`config.mk`:
```
export PLATFORM = sky130hd
export DESIGN_NAME = clk_prescaler
export DESIGN_NICKNAME = d
export VERILOG_FILES = /design/src/rtl/prescaler_pkg.sv /design/src/rtl/frame_meter.sv /design/src/rtl/ratio_lock.sv /design/src/rtl/tick_synth.sv /design/src/rtl/power_fsm.sv /design/src/rtl/clk_prescaler.sv
export SDC_FILE = /design/constraint.sdc
export NUM_CORES = 1
export LEC_CHECK = 0
export CAP_MARGIN = 20
export CORE_ASPECT_RATIO = 2
export CORE_MARGIN = 1
export CORE_UTILIZATION = 62
export DETAILED_ROUTE_END_ITERATION = 7
export PLACE_DENSITY = 0.81
export SYNTH_ARGS = -nofsm -noshare
export SYNTH_HDL_FRONTEND = slang
export SYNTH_SLANG_ARGS = --single-unit
```
`constraint.sdc`:
```
create_clock -name mclk -period 7.8 [get_ports mclk]
set_clock_uncertainty 0.2 [all_clocks]
set_input_delay 0.78 -clock mclk [delete_from_list [all_inputs] [get_ports mclk]]
set_output_delay 0.78 -clock mclk [all_outputs]
set_load 0.01 [all_outputs]
```
`src/rtl/prescaler_pkg.sv`:
```
package prescaler_pkg;

    typedef enum logic [1:0] {
        PS_OFF,
        PS_STANDBY,
        PS_WAKE,
        PS_RUN
    } pwr_state_t;

    typedef logic [2:0] rate_code_t;

    localparam rate_code_t RATE_NONE  = 3'd0;
    localparam rate_code_t RATE_256K  = 3'd1;
    localparam rate_code_t RATE_512K  = 3'd2;
    localparam rate_code_t RATE_1536K = 3'd3;
    localparam rate_code_t RATE_1544K = 3'd4;
    localparam rate_code_t RATE_2048K = 3'd5;
    localparam rate_code_t RATE_2560K = 3'd6;
    localparam rate_code_t RATE_4096K = 3'd7;

    // true when n lies within one count of nominal c
    function automatic logic near(input int n, input int c);
        return (n + 1 >= c) && (n <= c + 1);
    endfunction

    // 192 and 193 are one count apart, so each gets one-sided tolerance
    function automatic rate_code_t classify(input int n);
        rate_code_t code;
        if (near(n, 32))                  code = RATE_256K;
        else if (near(n, 64))             code = RATE_512K;
        else if (n == 191 || n == 192)    code = RATE_1536K;
        else if (n == 193 || n == 194)    code = RATE_1544K;
        else if (near(n, 256))            code = RATE_2048K;
        else if (near(n, 320))            code = RATE_2560K;
        else if (near(n, 512))            code = RATE_4096K;
        else                              code = RATE_NONE;
        return code;
    endfunction

endpackage

```
`src/rtl/frame_meter.sv`:
```
module frame_meter #(
    parameter int CNT_W   = 10,
    parameter int MAX_CNT = 600,
    parameter int SLACK   = 2
) (
    input  logic             clk,
    input  logic             rst_n,
    input  logic             fsync,
    input  logic             clr,
    input  logic             locked,
    input  logic [CNT_W-1:0] lock_period,
    output logic             fs_rise,
    output logic             meas_vld,
    output logic [CNT_W-1:0] meas_cnt,
    output logic             timeout
);
    localparam logic [CNT_W-1:0] SAT = CNT_W'(MAX_CNT + 1);

    logic             fsync_q;
    logic             started;
    logic [CNT_W-1:0] cnt;
    logic [CNT_W:0]   limit;

    assign fs_rise  = fsync & ~fsync_q;
    assign meas_vld = fs_rise & started & ~clr;
    assign meas_cnt = cnt;

    always_comb begin
        if (locked) limit = {1'b0, lock_period} + (CNT_W+1)'(SLACK);
        else        limit = (CNT_W+1)'(MAX_CNT);
    end

    assign timeout = ({1'b0, cnt} > limit);

    always_ff @(posedge clk or negedge rst_n) begin
        if (!rst_n) begin
            fsync_q <= 1'b0;
            started <= 1'b0;
            cnt     <= '0;
        end else begin
            fsync_q <= fsync;
            if (fs_rise) begin
                started <= 1'b1;
                cnt     <= CNT_W'(1);
            end else begin
                if (clr) started <= 1'b0;
                if (cnt != SAT) cnt <= cnt + 1'b1;
            end
        end
    end

endmodule

```
`src/rtl/ratio_lock.sv`:
```
module ratio_lock
    import prescaler_pkg::*;
#(
    parameter int CNT_W = 10
) (
    input  logic             clk,
    input  logic             rst_n,
    input  logic             clr,
    input  logic             meas_vld,
    input  logic [CNT_W-1:0] meas_cnt,
    output logic             ratio_ok,
    output rate_code_t       rate_code,
    output logic [CNT_W-1:0] period
);
    rate_code_t cls;
    rate_code_t prev_code;
    logic       have_prev;

    assign cls = classify(int'(meas_cnt));

    always_ff @(posedge clk or negedge rst_n) begin
        if (!rst_n) begin
            prev_code <= RATE_NONE;
            have_prev <= 1'b0;
            rate_code <= RATE_NONE;
            ratio_ok  <= 1'b0;
            period    <= '0;
        end else if (clr) begin
            prev_code <= RATE_NONE;
            have_prev <= 1'b0;
            rate_code <= RATE_NONE;
            ratio_ok  <= 1'b0;
        end else if (meas_vld) begin
            prev_code <= cls;
            have_prev <= 1'b1;
            if (have_prev && cls == prev_code) begin
                rate_code <= cls;
                ratio_ok  <= (cls != RATE_NONE);
                period    <= meas_cnt;
            end
        end
    end

    // a valid flag always carries a real rate
    p_ok_has_code_r3: assert property (@(posedge clk) disable iff (!rst_n)
        ratio_ok |-> rate_code != RATE_NONE);

    // the committed rate only moves on a measurement or a clear
    p_code_moves_on_meas_r4: assert property (@(posedge clk) disable iff (!rst_n)
        !$stable(rate_code) |-> $past(meas_vld || clr));

endmodule

```
`src/rtl/tick_synth.sv`:
```
module tick_synth #(
    parameter int CNT_W = 10,
    parameter int TICKS = 32
) (
    input  logic             clk,
    input  logic             rst_n,
    input  logic             en,
    input  logic             align,
    input  logic [CNT_W-1:0] period,
    output logic             tick
);
    localparam int ACC_W = CNT_W + 1;

    logic [ACC_W-1:0] acc;
    logic [ACC_W-1:0] sum;

    assign sum = (align ? '0 : acc) + ACC_W'(TICKS);

    always_ff @(posedge clk or negedge rst_n) begin
        if (!rst_n) begin
            acc  <= '0;
            tick <= 1'b0;
        end else if (!en) begin
            acc  <= '0;
            tick <= 1'b0;
        end else if (sum >= {1'b0, period}) begin
            acc  <= sum - {1'b0, period};
            tick <= 1'b1;
        end else begin
            acc  <= sum;
            tick <= 1'b0;
        end
    end

    // no tick comes out of a disabled generator
    p_tick_needs_en_r6: assert property (@(posedge clk) disable iff (!rst_n)
        tick |-> $past(en));

endmodule

```
`src/rtl/power_fsm.sv`:
```
module power_fsm
    import prescaler_pkg::*;
#(
    parameter int WAKE_FRAMES = 2
) (
    input  logic clk,
    input  logic rst_n,
    input  logic pwr_up,
    input  logic fs_rise,
    input  logic timeout,
    output logic standby,
    output logic active,
    output logic tx_en
);
    localparam int WC_W = $clog2(WAKE_FRAMES + 1);
    localparam logic [WC_W-1:0] WC_LAST = WC_W'(WAKE_FRAMES - 1);

    pwr_state_t state, state_nx;
    logic [WC_W-1:0] wcnt;

    always_comb begin
        state_nx = state;
        if (!pwr_up) begin
            state_nx = PS_OFF;                                   // power-down
        end else begin
            unique case (state)
                PS_OFF:     state_nx = PS_STANDBY;               // power-up
                PS_STANDBY: if (fs_rise) state_nx = PS_WAKE;     // sync-seen
                PS_WAKE: begin
                    if (timeout)                          state_nx = PS_STANDBY; // sync-lost
                    else if (fs_rise && wcnt == WC_LAST)  state_nx = PS_RUN;     // holdoff-done
                end
                PS_RUN:     if (timeout) state_nx = PS_STANDBY;  // sync-lost
            endcase
        end
    end

    always_ff @(posedge clk or negedge rst_n) begin
        if (!rst_n) begin
            state <= PS_OFF;
            wcnt  <= '0;
        end else begin
            state <= state_nx;
            if (state_nx != PS_WAKE)                 wcnt <= '0;
            else if (state == PS_WAKE && fs_rise)    wcnt <= wcnt + 1'b1;
        end
    end

    always_comb begin
        standby = 1'b0;
        active  = 1'b0;
        tx_en   = 1'b0;
        unique case (state)
            PS_OFF, PS_STANDBY: standby = 1'b1;
            PS_WAKE:            active  = 1'b1;
            PS_RUN: begin
                active = 1'b1;
                tx_en  = 1'b1;
            end
        endcase
    end

    // a low power-up input forces the block off on the next cycle
    p_down_forces_off_r2: assert property (@(posedge clk) disable iff (!rst_n)
        !pwr_up |=> standby && !tx_en);

    // output permission only ever starts on a frame-sync edge
    p_tx_on_edge_r10: assert property (@(posedge clk) disable iff (!rst_n)
        $rose(tx_en) |-> $past(fs_rise));

endmodule

```
`src/rtl/clk_prescaler.sv`:
```
module clk_prescaler
    import prescaler_pkg::*;
#(
    parameter int MAX_CNT     = 600,
    parameter int SLACK       = 2,
    parameter int TICKS       = 32,
    parameter int WAKE_FRAMES = 2
) (
    input  logic       mclk,
    input  logic       rst_n,
    input  logic       fsync,
    input  logic       pwr_up,
    output logic       tick,
    output logic       sample_stb,
    output logic       ratio_ok,
    output logic [2:0] rate_code,
    output logic       standby,
    output logic       tx_en
);
    localparam int CNT_W = $clog2(MAX_CNT + 2);

    logic             fs_rise;
    logic             meas_vld;
    logic [CNT_W-1:0] meas_cnt;
    logic             timeout;
    logic [CNT_W-1:0] period;
    logic             active;
    rate_code_t       code_w;

    frame_meter #(.CNT_W(CNT_W), .MAX_CNT(MAX_CNT), .SLACK(SLACK)) meter_i (
        .clk(mclk), .rst_n(rst_n), .fsync(fsync), .clr(standby),
        .locked(ratio_ok), .lock_period(period),
        .fs_rise(fs_rise), .meas_vld(meas_vld), .meas_cnt(meas_cnt),
        .timeout(timeout)
    );

    ratio_lock #(.CNT_W(CNT_W)) lock_i (
        .clk(mclk), .rst_n(rst_n), .clr(standby),
        .meas_vld(meas_vld), .meas_cnt(meas_cnt),
        .ratio_ok(ratio_ok), .rate_code(code_w), .period(period)
    );

    tick_synth #(.CNT_W(CNT_W), .TICKS(TICKS)) ticker_i (
        .clk(mclk), .rst_n(rst_n), .en(ratio_ok & active), .align(fs_rise),
        .period(period), .tick(tick)
    );

    power_fsm #(.WAKE_FRAMES(WAKE_FRAMES)) fsm_i (
        .clk(mclk), .rst_n(rst_n), .pwr_up(pwr_up), .fs_rise(fs_rise),
        .timeout(timeout), .standby(standby), .active(active), .tx_en(tx_en)
    );

    assign rate_code = code_w;

    always_ff @(posedge mclk or negedge rst_n) begin
        if (!rst_n) sample_stb <= 1'b0;
        else        sample_stb <= fs_rise & ratio_ok & active;
    end

    // a strobe is only issued by a locked block
    p_stb_needs_lock_r8: assert property (@(posedge mclk) disable iff (!rst_n)
        sample_stb |-> $past(ratio_ok));

    // standby and output permission never overlap
    p_standby_blocks_tx_r9: assert property (@(posedge mclk) disable iff (!rst_n)
        standby |-> !tx_en);

endmodule

```
==> parameters.txt <==
Parameter                              Value

Status
  Run status ... complete, no violations

Pwr
  Power per unit of standard cell area ... roughly 150 nW/um2
  Leakage component of the power ... 1.72 nW
  Worst supply voltage drop on vdd ... 0.168 mV

Synth
  Number of instances in the synthesized netlist ... 394
  Dominant synthesized flop cell ... sky130_fd_sc_hd__dfrtp_1
  Count of synthesis-stage warnings from yosys ... 0
  Commonest cells in the netlist ... 47 x sky130_fd_sc_hd__dfrtp_1, 41 x sky130_fd_sc_hd__nor2_1, 35 x sky130_fd_sc_hd__nand2_1, 27 x sky130_fd_sc_hd__ha_1, 24 x sky130_fd_sc_hd__inv_1
  Top-area cell type share of the netlist area ... 0.336
  Leading cell types by total area after synthesis ... sky130_fd_sc_hd__dfrtp_1 34%, sky130_fd_sc_hd__ha_1 9.6%, sky130_fd_sc_hd__nor2_1 4.4%
  Sequential element share of the synthesized area ... 0.336
  Leading cell type by number of instances after synthesis ... sky130_fd_sc_hd__dfrtp_1
  Cell area after technology mapping ... 3500 um2
  Distinct cells, synth ... 57
  Share of flip-flops with an asynchronous set or reset ... 1.00
  Syn Nets ... ~430
  Flops & latches, synth ... 47
  Library cell occupying the most area in the post-synthesis netlist ... sky130_fd_sc_hd__dfrtp_1
  Average size of a mapped cell ... ~9 um2
  Number of enable-type register cells in the synthesized netlist ... 0

Layout
  Relative area change from synthesis to final layout ... 7.96%
  Post-route core utilization ... 0.698
  # nets final ... 435
  Final non-filler cell area ... 3780 um2
  Share of layout cells above drive strength 1 ... 0.0842
  Number of diodes ... 0

Timing
  Least-Margin Pin Slew ... 735 ps
  Unrepaired setup endpoints after global routing ... no
  Fin crit period ... roughly 4700 ps
  Slew Limit Headroom ... 0.505
  Number of hold violations in the final report ... 0
  Timing-limited maximum frequency ... 215 MHz
  Setup Total Neg Slack ... 0 ps
  Final number of setup-violating endpoints ... 0
  Final worst path period share ... 0.597
  Least setup slack across all paths after layout ... 3150 ps
  Final Max Slew Viols ... 0

Setup path
  Worst EP required ... about 7800 ps
  Critical path data arrival time ... 4640 ps
  Critical Path End Type ... register
  Critical path launch point type ... input port
  Family with the most delay on the worst path ... simple AND/OR/NAND/NOR gates
  Cells along the critical path ... clkdlybuf4s50_1 > nand2b_1 > and2_1 > ha_1 > nand3_1 > xor2_1 > nor2_1 > ha_1 > nand2_1 > nor3_1 > nor3_1 > nor4b_2 > buf_4 > mux2i_1 > nor2_1
  Type of the setup path with the least slack ... input port to register
  Crit-path max cell delay ... 640 ps
  Cell at the slowest stage of the critical path ... sky130_fd_sc_hd__nor4b_2
  Crit path buffers/inverters ... 2
  CP Max Fanout ... 14

Placement
  Number of port buffers ... 11
  Standard cell area after detailed placement ... between 3000 and 4000 um2
  Detail Placement HPWL ... roughly 6 mm
  Global placement routability congestion ... 0.861
  Worst setup slack after placement ... 2860 ps

GRT
  First-pass GRT wire length ... 12.7 mm
  Antenna violations before repair ... 0
  Number of global-route vias before repair ... 2,907
  Total routing usage reported by global routing ... 0.294
  Remaining global-route overflow ... 0
  Largest net degree at the start of global routing ... between 40 and 50

Route
  Final wirelength ... 7.94 mm
  Per-cell via count in the routed design ... 6.19
  Drt wl/cell ... between 15 and 20 um
  1st-pass router iterations ... 4
  Via count ... 2,871
  Final routed DRC violation total ... 0
  1st-iter DRT viols ... 74
  Antenna violation net count after detailed routing ... 0

CTS
  Clock-pin slew on the worst setup and hold paths ... about 100 ps
  CTS HTree Levels ... 2
  Cell chosen for the clock root ... sky130_fd_sc_hd__clkbuf_8
  TritonCTS clock tree ... done
  # Post-CTS Setup Buffers ... 0
  CTS Buf Count ... 5
  Worst skew pair latency ... between 300 and 400 ps
  Quantity of hold-fixing buffers added after cts ... 0
  Deepest clock path buffer count ... 2
  Count of instances resized after the clock tree is built ... 0
  Sink count of the clock tree ... 47

Job
  Maximum Capacitance Violations ... 0

Floorplan
  Die span in y ... 108 um
  Starting utilization of the core area ... 0.647
  Die X-Extent ... 55.2 um
  Placeable core region ... 5420 um2
  Number of cell rows ... 38
  Area enclosed by the die boundary ... 5980 um2
  Ports placed on the boundary ... 12

Worst hold path
  Worst hold path type ... input port to asynchronous set/reset pin
-- final cells by class --
type                       instances  area, um2
clock buffer                       6       82.6
clock inverter                     2       38.8
fill                             455       1640
inverter                          25       93.8
multi-input combinational        309       2170
sequential                        47       1180
tap                               60       75.1
timing repair buffer              15        151
-- power breakdown --
part	switching (mW)	internal [mW]	total [mW]	leakage [nW]
logic	0.0598	0.0485	0.108	1.03
clock network	0.0887	0.105	0.194	0.0618
registers	0.0294	0.253	0.283	0.624
total	0.178	0.407	0.585	1.72
-- logic make-up (layout without fill, tap and decap cells) --
family,after synthesis,count (layout),synth area share
AND/OR/NAND/NOR,170,170,0.256
AO/OA/AOI/OAI,71,71,0.143
flip-flops,47,47,0.336
buffers and inverters,38,48,0.0482
adder cells (fa/ha/maj),28,28,0.102
XOR/XNOR,20,20,0.0500
multiplexers,20,20,0.0657
-- placed cells by master (no fill, tap or decap), types with 2 or more instances in the layout --
master	n
sky130_fd_sc_hd__clkbuf_8	6
sky130_fd_sc_hd__nand2_1	35
sky130_fd_sc_hd__and3_1	6
sky130_fd_sc_hd__o21a_1	4
sky130_fd_sc_hd__mux2_4	6
sky130_fd_sc_hd__and2_1	12
sky130_fd_sc_hd__buf_4	2
sky130_fd_sc_hd__o2bb2ai_1	2
sky130_fd_sc_hd__nand3_1	10
sky130_fd_sc_hd__o211a_1	3
sky130_fd_sc_hd__inv_1	24
sky130_fd_sc_hd__o21ai_1	2
sky130_fd_sc_hd__a311o_1	2
sky130_fd_sc_hd__nor3_1	18
sky130_fd_sc_hd__xor2_1	5
sky130_fd_sc_hd__nand4_1	9
sky130_fd_sc_hd__or3_1	4
sky130_fd_sc_hd__o31ai_1	2
sky130_fd_sc_hd__o21ai_0	14
sky130_fd_sc_hd__nand2b_1	4
sky130_fd_sc_hd__a211oi_1	8
sky130_fd_sc_hd__mux2i_1	14
sky130_fd_sc_hd__nand3b_1	2
sky130_fd_sc_hd__dfrtp_1	47
sky130_fd_sc_hd__nand4b_1	2
sky130_fd_sc_hd__or2_2	4
sky130_fd_sc_hd__clkdlybuf4s50_1	10
sky130_fd_sc_hd__nor4_1	6
sky130_fd_sc_hd__a21boi_0	2
sky130_fd_sc_hd__nor2b_1	8
sky130_fd_sc_hd__xnor2_1	15
sky130_fd_sc_hd__ha_1	27
sky130_fd_sc_hd__a21oi_1	20
sky130_fd_sc_hd__nor2_1	41
-- final timing paths --
check,slack (ps),cells after the start,to,startpoint
min in group mclk,320,2,lock_i.have_prev$_DFFE_PN0P_,lock_i.have_prev$_DFFE_PN0P_
max reg2reg,3660,14,ticker_i.acc[5]$_DFF_PN0_,meter_i.fsync_q$_DFF_PN0_
max,3150,15,ticker_i.acc[5]$_DFF_PN0_,fsync
max in group asynchronous,6790,2,fsm_i.state[0]$_DFF_PN0_,rst_n
min reg2reg,320,2,lock_i.have_prev$_DFFE_PN0P_,lock_i.have_prev$_DFFE_PN0P_
min,110,1,lock_i.period[4]$_DFFE_PN0P_,rst_n
-- through the flow --
stage / power [mW] / cells / hold WS (ps)
6_report: 0.585 / 464 / 108
5_1_grt: 0.610 / 464 / 115
2_1_floorplan: 0.371 / 394 / 256
3_3_place_gp: 0.389 / 453 / 271
3_5_place_dp: 0.393 / 454 / 297
4_1_cts: 0.586 / 462 / 318
-- flip-flops by register name (all words and copies together) (netlist names) --
register / cells
lock_i.have_prev: 1
meter_i.meas_cnt: 10
ticker_i.tick: 1
lock_i.prev_code: 3
ticker_i.acc: 11
lock_i.ratio_ok: 1
lock_i.period: 10
lock_i.rate_code: 3
sample_stb: 1
meter_i.fsync_q: 1
fsm_i.state: 2
meter_i.started: 1
fsm_i.wcnt: 2
-- layer usage --
| layer | track usage | routed length (um) |
|---|---|---|
| met2 | 0.541 | 4420 |
| met5 | 0 | 0 |
| met4 | 0.150 | 270 |
| met1 | 0.297 | 3050 |
| met3 | 0.0394 | 208 |
Power figures use the tool's default switching activity.
